**src/rtl/gpio_wake_port.sv**
```systemverilog
module gpio_wake_port #(
  parameter int NPINS = 6,
  parameter int DW    = 8,
  parameter int INPIN = 3
) (
  input  logic             clk,
  input  logic             rst_n,
  input  logic [DW-1:0]    wdata_i,
  input  logic             port_wr_i,
  input  logic             dir_wr_i,
  input  logic             port_rd_i,
  input  logic [NPINS-1:0] alt_mask_i,
  input  logic             pullwake_en_i,
  input  logic             pin3_rst_i,
  input  logic [NPINS-1:0] pad_in_i,
  output logic [NPINS-1:0] pad_out_o,
  output logic [NPINS-1:0] pad_oe_o,
  output logic [NPINS-1:0] pull_en_o,
  output logic [DW-1:0]    rd_data_o,
  output logic             wake_o
);
  localparam logic [NPINS-1:0] IN_ONLY = NPINS'(1) << INPIN;
  localparam logic [NPINS-1:0] SHARED  = NPINS'(6'b011011);

  logic [NPINS-1:0] dir_q, lat_q, sync1_q, sync2_q, snap_q;
  logic [NPINS-1:0] rst_pin, wake_pins;

  assign rst_pin   = pin3_rst_i ? IN_ONLY : '0;
  assign wake_pins = pullwake_en_i ? (SHARED & ~rst_pin) : '0;

  assign pad_oe_o  = ~dir_q & ~IN_ONLY;
  assign pad_out_o = lat_q & ~IN_ONLY;
  assign pull_en_o = (pullwake_en_i ? SHARED : '0) | rst_pin;
  assign rd_data_o = {{(DW-NPINS){1'b0}}, sync2_q & ~alt_mask_i & ~rst_pin};

  always_ff @(posedge clk or negedge rst_n) begin
    if (!rst_n) begin
      dir_q   <= '1;
      lat_q   <= '0;
      sync1_q <= '0;
      sync2_q <= '0;
    end else begin
      sync1_q <= pad_in_i;
      sync2_q <= sync1_q;
      if (dir_wr_i)  dir_q <= wdata_i[NPINS-1:0];
      if (port_wr_i) lat_q <= wdata_i[NPINS-1:0];
    end
  end

  always_ff @(posedge clk or negedge rst_n) begin
    if (!rst_n) begin
      snap_q <= '0;
      wake_o <= 1'b0;
    end else if (port_rd_i) begin
      snap_q <= sync2_q;
      wake_o <= 1'b0;
    end else if (|((sync2_q ^ snap_q) & wake_pins)) begin
      wake_o <= 1'b1;
    end
  end
endmodule

```
**config.mk**
```make
export PLATFORM = sky130hd
export DESIGN_NAME = gpio_wake_port
export DESIGN_NICKNAME = d
export VERILOG_FILES = /design/src/rtl/gpio_wake_port.sv
export SDC_FILE = /design/constraint.sdc
export NUM_CORES = 1
export LEC_CHECK = 0
export BUFFER_PORTS_ARGS = -buffer_cell sky130_fd_sc_hd__buf_2
export CORE_ASPECT_RATIO = 1.2
export CORE_MARGIN = 3
export CORE_UTILIZATION = 35
export DETAILED_ROUTE_END_ITERATION = 6
export PLACE_DENSITY = 0.62
export SLEW_MARGIN = 10
export SYNTH_ARGS = -nofsm -noshare
export SYNTH_HDL_FRONTEND = slang
export SYNTH_SLANG_ARGS = --single-unit
```
**constraint.sdc**
```tcl
create_clock -name clk -period 1.5 [get_ports clk]
set_clock_uncertainty 0.15 [all_clocks]
set_input_delay 0.15 -clock clk [delete_from_list [all_inputs] [get_ports clk]]
set_output_delay 0.15 -clock clk [all_outputs]
set_load 0.02 [all_outputs]
```
[After elaboration in Yosys (flattened, before gate mapping)]
Index checks and enable logic that the tools add are counted.
Storage, ports and cells
  flip-flop bits (word level): 31
  input port bits: 27
  output and inout bits: 27
  logic and storage cells: 21
Cells by class
  muxes and demuxes: 5
  bitwise logic cells: 8
  reduce and logical (&&, ||, !) cells: 2
Operators by type and width (count)
  $and 6x6->6: 2
  $not 6->6: 2
  $mux 5: 2
  $and 6x5->6: 1
  $not 4->6: 1
  $reduce_or 6->1: 1
  $xor 6x6->6: 1
  $or 5x4->5: 1
  $mux 4: 1
  $mux 1: 2
  $reduce_bool 2->1: 1

[Depth between registers and ports, before layout]
Gate-level depths: netlist (run 1).
  depth in word-level cells: 7
  depth in mapped cells: 3
  depth with buffers taken out: 3

[Worst setup path after synthesis (run 1)]
Ideal clock, no wire load.
  path type: register to output
  start: register sync2_q[3]
  end: output port rd_data_o[3]
  arrival time: 885 ps
  data required time: 1200 ps
  path slack: 315 ps
  cell stages (with the launch flop): 2
  path buffers: 0
  path through: dfrtp_1 -> nor3b_1
Between the ends
  word-level cells in the longest chain between the ends: 2
Ends and longest elaborated chain
  start: declaration: RTL line 25  | logic [NPINS-1:0] dir_q, lat_q, sync1_q, sync2_q, snap_q;
  start signal: assignment: RTL line 44  | sync2_q <= sync1_q;
  $and 6x6->6 (2 in series): RTL line 34  | assign rd_data_o = {{(DW-NPINS){1'b0}}, sync2_q & ~alt_mask_i & ~rst_pin};
  end: declaration: RTL line 19  | output logic [DW-1:0] rd_data_o,
Every way passes these cells.

==> flow_metrics.py, run 1 <==
metrics = {
    "floorplanning": {
        "die_y_um": 65.3,
        "initial_core_util": 0.387,
        "core-area_sq_mm": 0.00265,
        "die_w_um": 55.4,
        "ios": 54,
        "die_area_sq_mm": 0.00362,
        "rows": 20,
    },
    "global_route": {
        "grt_pass1_vias": 749,
        "grtUsageTotal": 0.109,
        "grt_max_degree": 28,
        "grt_pass1_wl_mm": 3.14,
        "grt_overflow": 0,
        "antenna_found_initial": 0,
    },
    "detailed_routing": {
        "final_antenna_net_count": 0,
        "drt_iter0_markers": 13,
        "via_per_inst": 4.32,
        "wl_per_cell_um": 10.6,
        "first_pass_iters": 2,
        "drt-total-wl_mm": 1.84,
        "vias": 748,
        "drc": 0,
    },
    "timing": {
        "relSlewSlack": 0.624,
        "fmax_mhz": 699,
        "rsz0062_at_grt": "false",
        "tightest_slew_ns": 0.563,
        "final.setup.tns_ns": 0,
        "min_period_ns": 1.43,
        "fin_crit_sh": 0.953,
        "hold_violations": 0,
        "drv_slew": 0,
        "setup_viol": 0,
    },
    "finish": {
        "final_common_cell": "buf_2",
        "finalNetCount": 168,
        "mostFrequentLayoutCells": "buf_2, dfrtp_1, dlygate4sd3_1, mux2_2, conb_1",
        "final_cells": 173,
        "drive_gt1_frac": 0.443,
        "syn_to_final_growth_pct": 41.7,
        "antenna_cells": 0,
        "final_area_sq_mm": 0.00145,
    },
    "clock_network": {
        "numCtsBuffers": 3,
        "clock-root-buffer": "clkbuf_4",
        "cts_setup_buffers": 0,
        "clockBufferDepth": 2,
        "cts.clk_slew.worst_paths_ns": 0.13,
        "cts_tree": "built",
        "clk_latency_ns": 0.31,
        "h-tree-depth": 1,
        "cts.sinks": 27,
    },
    "power": {
        "vdd_drop_max_uv": 631,
        "power_density_mw_per_mm2": 951,
        "p_leak_nw": 0.701,
    },
    "placed_design": {
        "dpl.hpwl_mm": 1.30,
        "dp_cells": 150,
        "gp_congestion": 0.728,
        "numPortBuffers": 44,
        "placed_area_sq_mm": 0.00123,
    },
    "worst_setup_path": {
        "worstPathRequired_ns": 1.60,
        "cp-end-kind": "flop",
        "cp_max_fo": 10,
        "cp.arrival_ns": 1.53,
        "cp-start-kind": "input pin",
        "path_class": "in2reg",
    },
    "synthesis": {
        "ys_types": 16,
        "synth.avg_cell_area_sq_um": 13.2,
        "synth-seq-area-share": 0.665,
        "synthesis.area_sq_mm": 0.00103,
        "ys_warn_count": 0,
        "synthesis.instances": 78,
        "ys_ff_latch": 27,
    },
    "job": {
        "max-cap-violations": 0,
    },
    "hold_path": {
        "hp-class": "in2reg",
    },
    "run_status": {
        "status": "finished clean",
    },
}
-- cell families (layout without fill, tap and decap cells) --
group | count (synthesis) | count (layout) | share of synthesized area
AND/OR/NAND/NOR | 16 | 16 | 0.0781
buffers and inverters | 15 | 72 | 0.0878
flip-flops | 27 | 27 | 0.665
AO/OA/AOI/OAI | 6 | 6 | 0.0329
XOR/XNOR | 4 | 4 | 0.0341
multiplexers | 9 | 9 | 0.0988
other | 1 | 6 | 0.00366
-- what timing repair did --
item	CTS	global route
endpoints found under the hold margin	38	1
resized for setup	0	1
endpoints found under the setup margin	0	1
hold buffers	18	1
-- synthesized netlist by cell type --
| cell type | n | area [sq um] |
|---|---|---|
| dfrtp_1 | 22 | 551 |
| buf_4 | 9 | 67.6 |
| mux2_2 | 9 | 101 |
| dfstp_2 | 5 | 131 |
| inv_1 | 5 | 18.8 |
| nand2_1 | 5 | 18.8 |
| nor2b_1 | 5 | 31.3 |
| o21ai_0 | 5 | 25.0 |
| xnor2_1 | 4 | 35.0 |
| nor2_1 | 3 | 11.3 |
| clkbuf_1 | 1 | 3.75 |
| conb_1 | 1 | 3.75 |
| nand3_1 | 1 | 5.00 |
| nor3b_1 | 1 | 7.51 |
| o31a_1 | 1 | 8.76 |
| or2_2 | 1 | 6.26 |
-- layer usage --
metal | share of wire | track usage
met1 | 0.38 | 0.120
met2 | 0.53 | 0.200
met3 | 0.092 | 0.0334
met4 | 0 | 0.0365
met5 | 0 | 0
-- sequential cells by signal, summed over array words and instances (netlist names) --
register,flops
dir_q,5
lat_q,5
snap_q,4
sync1_q,6
sync2_q,6
wake_o,1
-- power by group --
group / switching [mW] / total, mW / leakage [nW] / internal [mW]
sequential: 0.0258 / 0.817 / 0.310 / 0.791
clock: 0.190 / 0.293 / 0.0150 / 0.104
combinational: 0.145 / 0.273 / 0.376 / 0.128
total: 0.360 / 1.38 / 0.701 / 1.02
-- worst max-delay path, cell delays in order --
cell and delay [ns]:
dlygate4sd3_1 0.53, clkbuf_4 0.17, nand2_1 0.07, dlygate4sd3_1 0.54, o21ai_0 0.07
-- worst paths after layout --
path                                 start    endpoint  slack [ns]  cells past startpoint
min in group asynchronous            rst_n      wake_o        0.20                      2
worst max register to register  sync2_q[0]      wake_o        0.30                      3
worst min register to register  sync1_q[0]  sync2_q[0]        0.21                      0
worst min-delay path             port_rd_i      wake_o        0.02                      3
worst max-delay path              dir_wr_i    dir_q[0]        0.07                      5
max in group asynchronous            rst_n    dir_q[5]        0.62                      2
-- final cells by class --
class | count | area, sq um
Fill cell | 242 | 1200
Inverter | 5 | 18.8
Timing Repair Buffer | 63 | 413
Clock buffer | 4 | 26.3
Tap cell | 33 | 41.3
Sequential cell | 27 | 682
Multi-Input combinational cell | 41 | 273
-- through the flow --
step / utilization / power, mW / worst slack (ns) / hold WS [ns]
floorplan: - / 0.981 / 0.315 / -0.296
finish: 0.548 / 1.38 / 0.0698 / 0.0177
detailed placement: 0.466 / 1.07 / 0.311 / 0.0299
global placement: 0.466 / 1.06 / 0.325 / 0.0287
CTS: 0.543 / 1.40 / 0.0788 / 0.00478
global route: 0.548 / 1.47 / 0.00606 / 0.00263
Note: power is estimated with default switching activity, not from simulation.
==> inputs of run 2 (changes only) <==
- GPL_TIMING_DRIVEN: default -> 0
==> run 2 against run 1 <==
Against the previous run:
- sequential power about the same
- cell count increased by 1.7%
- hold slack lost 0.0029 ns
- worst setup slack better by 0.060 ns
- combinational power about the same
- via count decreased by 2.0%
- non-clock buffer count increased by 3
- clock-buffer cell count unchanged
- largest power group unchanged
==> flow_metrics.py, run 2 (same netlist as run 1, synthesis figures left out) <==
metrics = {
    "run_status": {
        "status": "finished clean",
    },
    "clock_network": {
        "clk_latency_ns": 0.31,
        "ctsResizeCount": 0,
        "cts_tree": "built",
        "clockBufferDepth": 2,
        "cts.clk_slew.worst_paths_ns": 0.13,
        "clock-root-buffer": "clkbuf_4",
        "h-tree-depth": 1,
        "numCtsBuffers": 3,
        "cts.sinks": 27,
    },
    "worst_setup_path": {
        "cp.depth": 2,
        "path_cells": "nor3b_1 -> buf_2",
        "cpMaxStageDelayCell": "dfrtp_1",
        "worstPathRequired_ns": 1.20,
        "cp.arrival_ns": 1.07,
        "cp_max_fo": 3,
        "crit_path_max_incr_delay_ns": 0.40,
        "r2r_slack_ns": 0.31,
        "cp-end-kind": "primary output",
        "path_class": "reg2out",
        "r2r_end": "wake_o",
        "r2r-start": "sync2_q[0]",
        "crit_buf_inv": 1,
        "critical_path.endpoint": "rd_data_o[3]",
        "path_delay_family": "flip-flops",
        "r2r_cells": 3,
        "startpoint": "sync2_q[3]",
        "cp-start-kind": "flop",
    },
    "timing": {
        "hold_violations": 0,
        "min_period_ns": 1.37,
        "tightest_slew_ns": 0.571,
        "setup_viol": 0,
        "fmax_mhz": 730,
        "drv_slew": 0,
        "relSlewSlack": 0.619,
        "rsz0062_at_grt": "false",
        "final.setup.tns_ns": 0,
        "fin_crit_sh": 0.913,
        "worst_slack_ns": 0.130,
    },
    "global_route": {
        "antenna_found_initial": 0,
        "grt_use_met1": 0.104,
        "grt_max_degree": 28,
        "grt_pass1_wl_mm": 2.94,
        "grtUsageTotal": 0.102,
        "grt_pass1_vias": 691,
        "grtUsageMet3": 0.0275,
        "grtUsageMet2": 0.194,
        "busiest_layer": "met2",
        "grt_overflow": 0,
    },
    "finish": {
        "largestRegisters": "sync1_q x6, sync2_q x6",
        "mostFrequentLayoutCells": "buf_2, dfrtp_1, dlygate4sd3_1, mux2_2, buf_4",
        "antenna_cells": 0,
        "final_common_cell": "buf_2",
        "drive_gt1_frac": 0.490,
        "syn_to_final_growth_pct": 42.1,
        "finalNetCount": 171,
    },
    "detailed_routing": {
        "drt_iter0_markers": 11,
        "vias": 733,
        "via_per_inst": 4.16,
        "first_pass_iters": 2,
        "final_antenna_net_count": 0,
        "drc": 0,
        "drt-total-wl_mm": 1.79,
        "wl_per_cell_um": 10.2,
    },
    "floorplanning": {
        "rows": 20,
        "die_w_um": 55.4,
        "die_area_sq_mm": 0.00362,
        "core-area_sq_mm": 0.00265,
        "ios": 54,
        "initial_core_util": 0.387,
        "die_y_um": 65.3,
    },
    "power": {
        "vdd_drop_max_uv": 770,
        "p_leak_nw": 0.727,
        "power_density_mw_per_mm2": 954,
    },
    "placed_design": {
        "gp_congestion": 0.756,
        "numPortBuffers": 43,
        "pre_cts_slack_ns": 0.312,
        "dpl.hpwl_mm": 1.28,
    },
    "job": {
        "max-cap-violations": 0,
    },
    "hold_path": {
        "hp-class": "in2reg",
    },
}
run 2: worst min path at each step:
stage | to | depth (start not counted) | start
floorplan | lat_q[0] | 0 | rst_n
global placement | sync2_q[3] | 1 | rst_n
detailed placement | sync2_q[3] | 1 | rst_n
CTS | dir_q[5] | 3 | dir_wr_i
global route | lat_q[0] | 2 | port_wr_i
finish | dir_q[5] | 3 | dir_wr_i
run 2: power by group:
part | total (mW) | internal [mW] | switching [mW]
registers | 0.817 | 0.791 | 0.0257
logic | 0.275 | 0.132 | 0.143
clock network | 0.299 | 0.104 | 0.195
run 2: layout make-up:
| type | count | area [sq um] |
|---|---|---|
| Fill cell | 236 | 1190 |
| Sequential cell | 27 | 682 |
| Timing Repair Buffer | 56 | 345 |
| Multi-Input combinational cell | 41 | 273 |
| Buffer | 10 | 71.3 |
| Tap cell | 33 | 41.3 |
| Clock buffer | 4 | 26.3 |
| Inverter | 5 | 18.8 |
run 2: per-stage QoR:
stage | cells | total power [mW] | hold WS, ns | utilization | area, sq um
2_1_floorplan | 83 | 0.981 | -0.296 | - | 1040
3_3_place_gp | 159 | 1.08 | 0.0294 | 0.491 | 1300
3_5_place_dp | 159 | 1.08 | 0.0324 | 0.491 | 1300
4_1_cts | 176 | 1.41 | 0.000796 | 0.550 | 1460
5_1_grt | 176 | 1.47 | 0.00973 | 0.550 | 1460
6_report | 176 | 1.39 | 0.0148 | 0.550 | 1460
run 2: per-layer routing:
metal / share of wire / vias up
li1: - / 364
met1: 0.37 / 328
met4: 0 / 0
met3: 0.11 / 0
met2: 0.52 / 41
met5: 0 / -
run 2: worst reg2reg max path: stages, from the launching register on:
cell and delay (ns):
dfrtp_1 0.43, xnor2_1 0.16, nand3_1 0.09, o31a_1 0.27
run 2: timing repair:
item                      CTS  global route
hold buffers               13             0
hold endpoints to repair   41             0
setup buffers               0             0
